[src/rtl/gpio_mw_pkg.sv]
package gpio_mw_pkg;
  localparam int HALF_W    = 16;
  localparam int BUS_W     = 2 * HALF_W;
  localparam int CFG_SLOTS = 8;

  // Slot = byte offset / 8; slots 0..7 are the stored configuration halves.
  localparam logic [4:0] SLOT_STAT = 5'd10;
  localparam logic [4:0] SLOT_RAW  = 5'd11;
  localparam logic [4:0] SLOT_EOI  = 5'd12;
  localparam logic [4:0] SLOT_EXT  = 5'd14;
  localparam logic [4:0] SLOT_VER  = 5'd15;

  localparam logic [BUS_W-1:0] VERSION_ID = 32'h01000C2B;

  typedef enum logic [2:0] {
    CFG_DATA = 3'd0, CFG_DIR = 3'd1, CFG_IEN = 3'd2, CFG_IMASK = 3'd3,
    CFG_EDGE = 3'd4, CFG_POL = 3'd5, CFG_BOTH = 3'd6, CFG_DEB = 3'd7
  } cfg_slot_e;

  // Masked merge: enables in the upper half select which data bits land.
  function automatic logic [HALF_W-1:0] mw_merge(input logic [HALF_W-1:0] old_q,
                                                 input logic [BUS_W-1:0]  word);
    logic [HALF_W-1:0] en;
    en = word[BUS_W-1:HALF_W];
    return (old_q & ~en) | (word[HALF_W-1:0] & en);
  endfunction

  // Bits that both carry a 1 and are enabled.
  function automatic logic [HALF_W-1:0] mw_set_bits(input logic [BUS_W-1:0] word);
    return word[HALF_W-1:0] & word[BUS_W-1:HALF_W];
  endfunction

  function automatic logic [HALF_W-1:0] half_of(input logic [BUS_W-1:0] v, input logic hi);
    return hi ? v[BUS_W-1:HALF_W] : v[HALF_W-1:0];
  endfunction
endpackage

[src/rtl/gpio_mw_half_reg.sv]
module gpio_mw_half_reg
  import gpio_mw_pkg::*;
(
  input  logic              clk,
  input  logic              rst_n,
  input  logic              wr_stb,
  input  logic [BUS_W-1:0]  wr_word,
  output logic [HALF_W-1:0] q
);
  always_ff @(posedge clk or negedge rst_n) begin
    if (!rst_n)      q <= '0;
    else if (wr_stb) q <= mw_merge(q, wr_word);
  end
endmodule

[src/rtl/gpio_mw_sync.sv]
module gpio_mw_sync #(
  parameter int W      = 32,
  parameter int STAGES = 2
) (
  input  logic         clk,
  input  logic         rst_n,
  input  logic [W-1:0] d,
  output logic [W-1:0] q
);
  logic [W-1:0] stg [STAGES];

  always_ff @(posedge clk or negedge rst_n) begin
    if (!rst_n) begin
      for (int i = 0; i < STAGES; i++) stg[i] <= '0;
    end else begin
      stg[0] <= d;
      for (int i = 1; i < STAGES; i++) stg[i] <= stg[i-1];
    end
  end

  assign q = stg[STAGES-1];
endmodule

[src/rtl/gpio_mw_rdmux.sv]
module gpio_mw_rdmux
  import gpio_mw_pkg::*;
(
  input  logic                                addr_ok,
  input  logic [4:0]                          slot,
  input  logic                                hi,
  input  logic [CFG_SLOTS-1:0][BUS_W-1:0]     cfg,
  input  logic [BUS_W-1:0]                    status,
  input  logic [BUS_W-1:0]                    raw,
  input  logic [BUS_W-1:0]                    ext,
  output logic [BUS_W-1:0]                    word
);
  always_comb begin
    word = '0;
    if (addr_ok) begin
      if (slot[4:3] == 2'b00) begin
        word[HALF_W-1:0] = half_of(cfg[slot[2:0]], hi);
      end else begin
        case (slot)
          SLOT_STAT: word[HALF_W-1:0] = half_of(status, hi);
          SLOT_RAW:  word[HALF_W-1:0] = half_of(raw, hi);
          SLOT_EXT:  word[HALF_W-1:0] = half_of(ext, hi);
          SLOT_VER:  word = hi ? '0 : VERSION_ID;
          default:   word = '0;
        endcase
      end
    end
  end
endmodule

[src/rtl/gpio_mw_bank.sv]
module gpio_mw_bank
  import gpio_mw_pkg::*;
#(
  parameter int ADDR_W      = 8,
  parameter int SYNC_STAGES = 2
) (
  input  logic              clk,
  input  logic              rst_n,
  input  logic              wr_en,
  input  logic              rd_en,
  input  logic [ADDR_W-1:0] addr,
  input  logic [31:0]       wdata,
  output logic [31:0]       rdata,
  output logic              rd_valid,
  input  logic [31:0]       pin_in,
  output logic [31:0]       pin_out,
  output logic [31:0]       pin_oe,
  output logic [31:0]       irq_en,
  output logic [31:0]       irq_mask,
  output logic [31:0]       irq_edge,
  output logic [31:0]       irq_pol,
  output logic [31:0]       irq_both,
  output logic [31:0]       irq_debounce,
  input  logic [31:0]       irq_status_in,
  input  logic [31:0]       irq_raw_in,
  output logic [31:0]       eoi_pulse
);
  localparam int WIN_BITS = 8;

  // Decoded access fields, brought out as named wires.
  logic       addr_ok;
  logic [4:0] slot;
  logic       hi;
  logic       wr_cfg_hit;
  logic       wr_eoi_hit;

  assign addr_ok    = (addr[1:0] == 2'b00) && ((addr >> WIN_BITS) == '0);
  assign slot       = addr[7:3];
  assign hi         = addr[2];
  assign wr_cfg_hit = wr_en && addr_ok && (slot[4:3] == 2'b00);
  assign wr_eoi_hit = wr_en && addr_ok && (slot == SLOT_EOI);

  // Stored configuration: CFG_SLOTS logical registers, two halves each.
  logic [CFG_SLOTS-1:0][BUS_W-1:0] cfg;

  for (genvar g = 0; g < CFG_SLOTS; g++) begin : g_cfg
    for (genvar h = 0; h < 2; h++) begin : g_half
      logic stb;
      assign stb = wr_cfg_hit && (slot[2:0] == g[2:0]) && (hi == h[0]);
      gpio_mw_half_reg u_half (
        .clk    (clk),
        .rst_n  (rst_n),
        .wr_stb (stb),
        .wr_word(wdata),
        .q      (cfg[g][h*HALF_W +: HALF_W])
      );
    end
  end

  assign pin_out      = cfg[CFG_DATA];
  assign pin_oe       = cfg[CFG_DIR];
  assign irq_en       = cfg[CFG_IEN];
  assign irq_mask     = cfg[CFG_IMASK];
  assign irq_edge     = cfg[CFG_EDGE];
  assign irq_pol      = cfg[CFG_POL];
  assign irq_both     = cfg[CFG_BOTH];
  assign irq_debounce = cfg[CFG_DEB];

  // Pin input synchronizer.
  logic [BUS_W-1:0] pin_sync;
  gpio_mw_sync #(.W(BUS_W), .STAGES(SYNC_STAGES)) u_sync (
    .clk  (clk),
    .rst_n(rst_n),
    .d    (pin_in),
    .q    (pin_sync)
  );

  // End-of-interrupt acknowledge pulse.
  logic [BUS_W-1:0] eoi_next;
  always_comb begin
    eoi_next = '0;
    if (wr_eoi_hit) eoi_next[(hi ? HALF_W : 0) +: HALF_W] = mw_set_bits(wdata);
  end

  always_ff @(posedge clk or negedge rst_n) begin
    if (!rst_n) eoi_pulse <= '0;
    else        eoi_pulse <= eoi_next;
  end

  // Read path: registered, samples state from before any same-cycle write.
  logic [BUS_W-1:0] rd_word;
  gpio_mw_rdmux u_rdmux (
    .addr_ok(addr_ok),
    .slot   (slot),
    .hi     (hi),
    .cfg    (cfg),
    .status (irq_status_in),
    .raw    (irq_raw_in),
    .ext    (pin_sync),
    .word   (rd_word)
  );

  always_ff @(posedge clk or negedge rst_n) begin
    if (!rst_n) begin
      rdata    <= '0;
      rd_valid <= 1'b0;
    end else begin
      rd_valid <= rd_en;
      rdata    <= rd_en ? rd_word : '0;
    end
  end
endmodule

[config.mk]
export PLATFORM = sky130hd
export DESIGN_NAME = gpio_mw_bank
export DESIGN_NICKNAME = d
export VERILOG_FILES = /design/src/rtl/gpio_mw_pkg.sv /design/src/rtl/gpio_mw_half_reg.sv /design/src/rtl/gpio_mw_sync.sv /design/src/rtl/gpio_mw_rdmux.sv /design/src/rtl/gpio_mw_bank.sv
export SDC_FILE = /design/constraint.sdc
export NUM_CORES = 1
export LEC_CHECK = 0
export BUFFER_PORTS_ARGS = -buffer_cell sky130_fd_sc_hd__buf_4
export CORE_AREA = 2 2 180 182
export CTS_BUF_LIST = sky130_fd_sc_hd__clkbuf_8
export DETAILED_ROUTE_END_ITERATION = 8
export DIE_AREA = 0 0 182 184
export PLACE_DENSITY = 0.94
export SLEW_MARGIN = 0
export SYNTH_ARGS = -nofsm -noshare
export SYNTH_HDL_FRONTEND = slang
export SYNTH_SLANG_ARGS = --single-unit
export TNS_END_PERCENT = 100
[constraint.sdc]
create_clock -name clk -period 2.45 [get_ports clk]
set_input_delay 0.1225 -clock clk [delete_from_list [all_inputs] [get_ports clk]]
set_output_delay 0.1225 -clock clk [all_outputs]
set_load 0.1 [all_outputs]
# --- Yosys cells after proc, flatten, opt, wreduce, memory -nomap -nowiden ---
# Cells that the tools add are included.
classes:
  n_lt_le_gt_ge: 1
  mul: 0
  n_addsub: 1
  reduce_logical: 30
  n_eq_ne: 12
  mux: 15
  bitwise: 36
  n_shift: 2
  div_mod_pow: 0
ops:
  columns: ["cell", "count"]
  rows:
  - ["16-bit AND", 17]
  - ["16-bit OR", 16]
  - ["32-bit two-way mux", 4]
  - ["16-bit two-way mux", 7]
  - ["32-bit binary-select mux with 3-bit select", 1]
  - ["16-bit case mux with 4 select lines", 1]
  - ["5-bit negation with 33-bit output", 1]
  - ["16-bit by 33-bit variable shift with 32-bit output, first input constant", 1]
  - ["16-bit by 33-bit indexed part select with 32-bit output", 1]
  - ["32-bit AND", 1]
  - ["1-bit logical AND", 27]
  - ["5-bit by 4-bit equality test with 1-bit output, second input constant", 5]
  - ["25-bit two-way mux", 1]
  - ["16-bit inverter", 1]
  - ["3-bit equality test, second input constant", 4]
  - ["3-bit by 2-bit equality test with 1-bit output, second input constant", 2]
  - ["5-bit two-way mux", 1]
  - ["2-bit zero test", 2]
  - ["3-bit by 4-bit < comparator with 1-bit output, second input constant", 1]
  - ["3-bit by 1-bit equality test with 1-bit output, second input constant", 1]
  - ["3-bit zero test", 1]
  - ["1-bit inverter", 1]
totals:
  ramBits: 0
  ff_bits: 385
  n_memories: 0
  output_inout_bits: 321
  romBits: 0
  word_cells: 118
  latchBits: 0
  in_bits: 140

# --- Longest topological paths before layout ---
depth:
  word_depth: 6
  mapped_depth: 7
  ltp_nobuf: 4

# --- Modules after synthesis ---
# A second synthesis with hierarchy kept.
hier_totals:
  hier_cells: 1549
  area_unflattened_um2: 18964.4
modules_own_cells:
  columns: ["module", "seq_area_each_um2", "cells_per_inst", "area_each_um2", "n_inst"]
  rows:
  - ["gpio_mw_half_reg", 400.4, 50, 700.7, 16]
  - ["gpio_mw_rdmux", 0.0, 450, 3409.5, 1]
  - ["gpio_mw_bank", 1626.6, 203, 2502.4, 1]
  - ["gpio_mw_sync", 1601.5, 96, 1841.8, 1]

# --- Worst setup path after synthesis ---
# Ideal clock, no wire load.
synth_path:
  path_type: "register to register"
  startpoint: "reg (tool-made name)"
  endpoint: "reg rdata[15]"
  period_less_slack_ps: 1837
  required_time_ps: 2318
  setup_slack_ps: 613
  stages_incl_launch_ff: 5
  setup_ps: 132
  arrival_time_ps: 1705
  path_buffers: 0
  path_cell_list: "dfrtp_1 mux4_2 mux2_2 nand3_1 nand3_1"
synth_lines:
  columns: ["item", "line_no", "text"]
  rows:
  - ["end signal: assignment", "gpio_mw_bank.sv:109", "rdata <= rd_en ? rd_word : '0;"]
  - ["end: declaration", "gpio_mw_bank.sv:13", "output logic [31:0] rdata,"]

==> impl_results.md <==
* Status: finished, final reports clean
* Fin crit period at 2.45 ns
* Area occupied by multi-input gates at 7570 um^2
* CTS tree: done
* Worst Tran Pin Value at 1.02 ns
* Crit share post-route at 99.8%
* Routed len/inst at approximately 27 um
* Post-CTS Setup Bufs at 0
* Flops & latches, synth at 370
* PwrDens at 598 nW/um^2
* Vias in the first global route at between 15000 and 20000
* Slowest CP cell: dlygate4sd3_1
* Initial antenna violation count at 0
* Die height at about 180 um
* IO Port Bufs at 445
* Main synth FF type: dfrtp_1
* RSZ-0062 raised after global routing: no
* Design area at 23200 um^2
* Critical Path RT at 2.90 ns
* Core box area at 31400 um^2
* CTS Buf Count at 57
* Setup TNS at 0 ns
* Async set or reset register ratio after synthesis at 100%
* Hold Fails Final Rpt at 0
* Hold crit path type: in2reg
* CTS HTree Levels at 2
* Post-synthesis average cell area at between 10 and 15 um^2
* Post-synth EDFFs at 0
* FP Rows at 65
* GRT Overall Usage at between 30% and 40%
* Worst path cell trace: dlygate4sd3_1 > buf_4 > or3_4 > nor4_4 > buf_4 > nand2_1 > mux2_1 > dlygate4sd3_1
* Die area at 33500 um^2
* Initial Util at 55.5%
* Crit path DAT at 2.90 ns
* Final setup vio count at 0
* Clock Pin Slew Worst Setup and Hold Paths at 0.06 ns
* N_diodes at 0
* Vias after detailed routing at 15100
* Bufs on Longest Clock Path at 3
* DP HPWL at ~43 mm
* Post-layout net count at 2084
* Fillers at 1915
* CP Capture Type: register
* Ports at 461
* Main area contributors after synthesis: dfrtp_1 53%, mux2_2 15%, mux4_2 5.8%, mux2i_1 4.3%, nor2_1 4.1%
* DRC errors left at 0
* Synth cell types at 50
* First-pass GRT wire length at 96.5 mm
* Via density at 6.32
* Post-synth top area cell: dfrtp_1
* First DRT Iteration DRCs at roughly 1500
* Yosys top cell area share at between 50% and 60%
* Pin count of the biggest net entering global routing at 87
* Worst Skew at 0.0204 ns
* Layout area overhead at 33.1%
* Top-count cell post-synth: dfrtp_1
* Final worst setup slack at about 0.0048 ns
* Post-synthesis sequential area ratio at 53.2%
* Max-cap violations at 0
* Overflow left after global routing at 0
* Post-Syn Area at between 15000 and 20000 um^2
* Die W at 182 um
* DRT Pass-1 Iters at 5
* WL final at 65.0 mm
* Final Max Slew Viols at 0
* Total design power at 13900 uW
* Clock latency on the worst-skew pair at about 0.6 ns
* Routability cong. at 0.917
* Fmax at 409 MHz
* Share of layout cells above drive strength 1 at 44.6%
* YS warnings at 0
* LEAKAGE at 0.0115 uW
* DRT antenna net count at 0
* Placed Area at approximately 21000 um^2
* Post-Syn Instances at 1415
* Max VDD drop at 487 uV
* Clock sinks at 370
* Startpoint Class: primary input
* Max incr delay on CP at 0.56 ns
* WS Path Type: in2reg
* Register area at 9260 um^2
* Top cell types by occurrence after synthesis: 370 x dfrtp_1, 230 x mux2_2, 190 x nor2_1, 120 x nand2_1, 74 x mux2i_1
* Worst rel slew slack at 31.7%
* Place WS at 0.130 ns
* Root Buffer: clkbuf_8
* Crit-path max FO at 16
## where the power goes
part	total, uW	switching, uW	internal [uW]
logic	2480	1780	703
clock network	4960	2410	2550
registers	6430	141	6290
total	13900	4330	9540
## worst max-delay path: cells and delay by family
family / cells / cell delay, ns
AND/OR/NAND/NOR: 3 / 0.74
multiplexers: 1 / 0.31
buffers and inverters: 4 / 1.71
## per-stage QoR
stage	hold slack, ns	std cells	utilization (%)
after floorplan	-0.173	1429	-
after global routing	0.0920	2386	73.8
after detailed placement	0.206	2196	67.5
final	0.0890	2386	73.8
after global placement	0.198	2196	67.5
after CTS	0.0240	2386	73.8
## cell families after synthesis
kind of cell | share of synthesized area, %
simple gates | 10.8
other cells | 0.0215
flops | 53.2
mux | 28.1
buf+inv | 3.91
compound gates | 4.00
## layer usage
| metal | GRT usage [%] | up-vias | part of all wire (%) |
|---|---|---|---|
| met5 | 0 | - | 0 |
| met4 | 22.8 | 0 | 6.6 |
| met3 | 11.0 | 307 | 11 |
| met2 | 64.0 | 1251 | 48 |
| met1 | 44.9 | 7480 | 34 |
| li1 | - | 6044 | - |
## final timing paths
| path | slack, ns | from | cells past startpoint | to |
|---|---|---|---|---|
| worst max-delay path | 0.005 | addr[6] | 8 | register |
| worst min-delay path | 0.09 | irq_status_in[0] | 4 | rdata[0] |
| worst max register to register | 0.65 | u_sync.q[28] | 3 | rdata[12] |
| worst min register to register | 0.35 | u_sync.stg[57] | 0 | u_sync.q[25] |
| max in group asynchronous | 1.35 | rst_n | 3 | async pin |
| min in group asynchronous | 0.16 | rst_n | 2 | u_sync.stg[57] |
## placed cells by master (no fill, tap or decap), types with 15 or more instances in the layout
cell type      Yosys  routed
clkbuf_8           0      70
mux4_2            45      45
dlygate4sd3_1      0      91
mux2_1            35      35
nand2_1          120     120
nand3_1           55      52
mux2i_1           74      74
inv_1              4      28
dfrtp_1          370     370
conb_1             1      15
a21oi_1           15      15
nor2_1           190     189
o22ai_1           20      20
buf_4             31     478
mux2_2           230     230
nor3_1            19      17
a211oi_1          17      17
## final cells by class
class / count / area share [%]
multi-input cells: 928 / 32.7
inverters: 5 / 0.0810
repair buffers: 582 / 20.5
clock inverters: 29 / 0.507
flip-flops and latches: 370 / 39.9
well taps: 402 / 2.17
clock buffers: 70 / 4.16
## timing repair
item / 4_1_cts / 5_1_grt
endpoints found under the hold margin: 404 / 0
endpoints found under the setup margin: 0 / 1
hold buffers: 91 / 0
resized for setup: 0 / 1
Note: power is estimated with default switching activity, not from simulation.
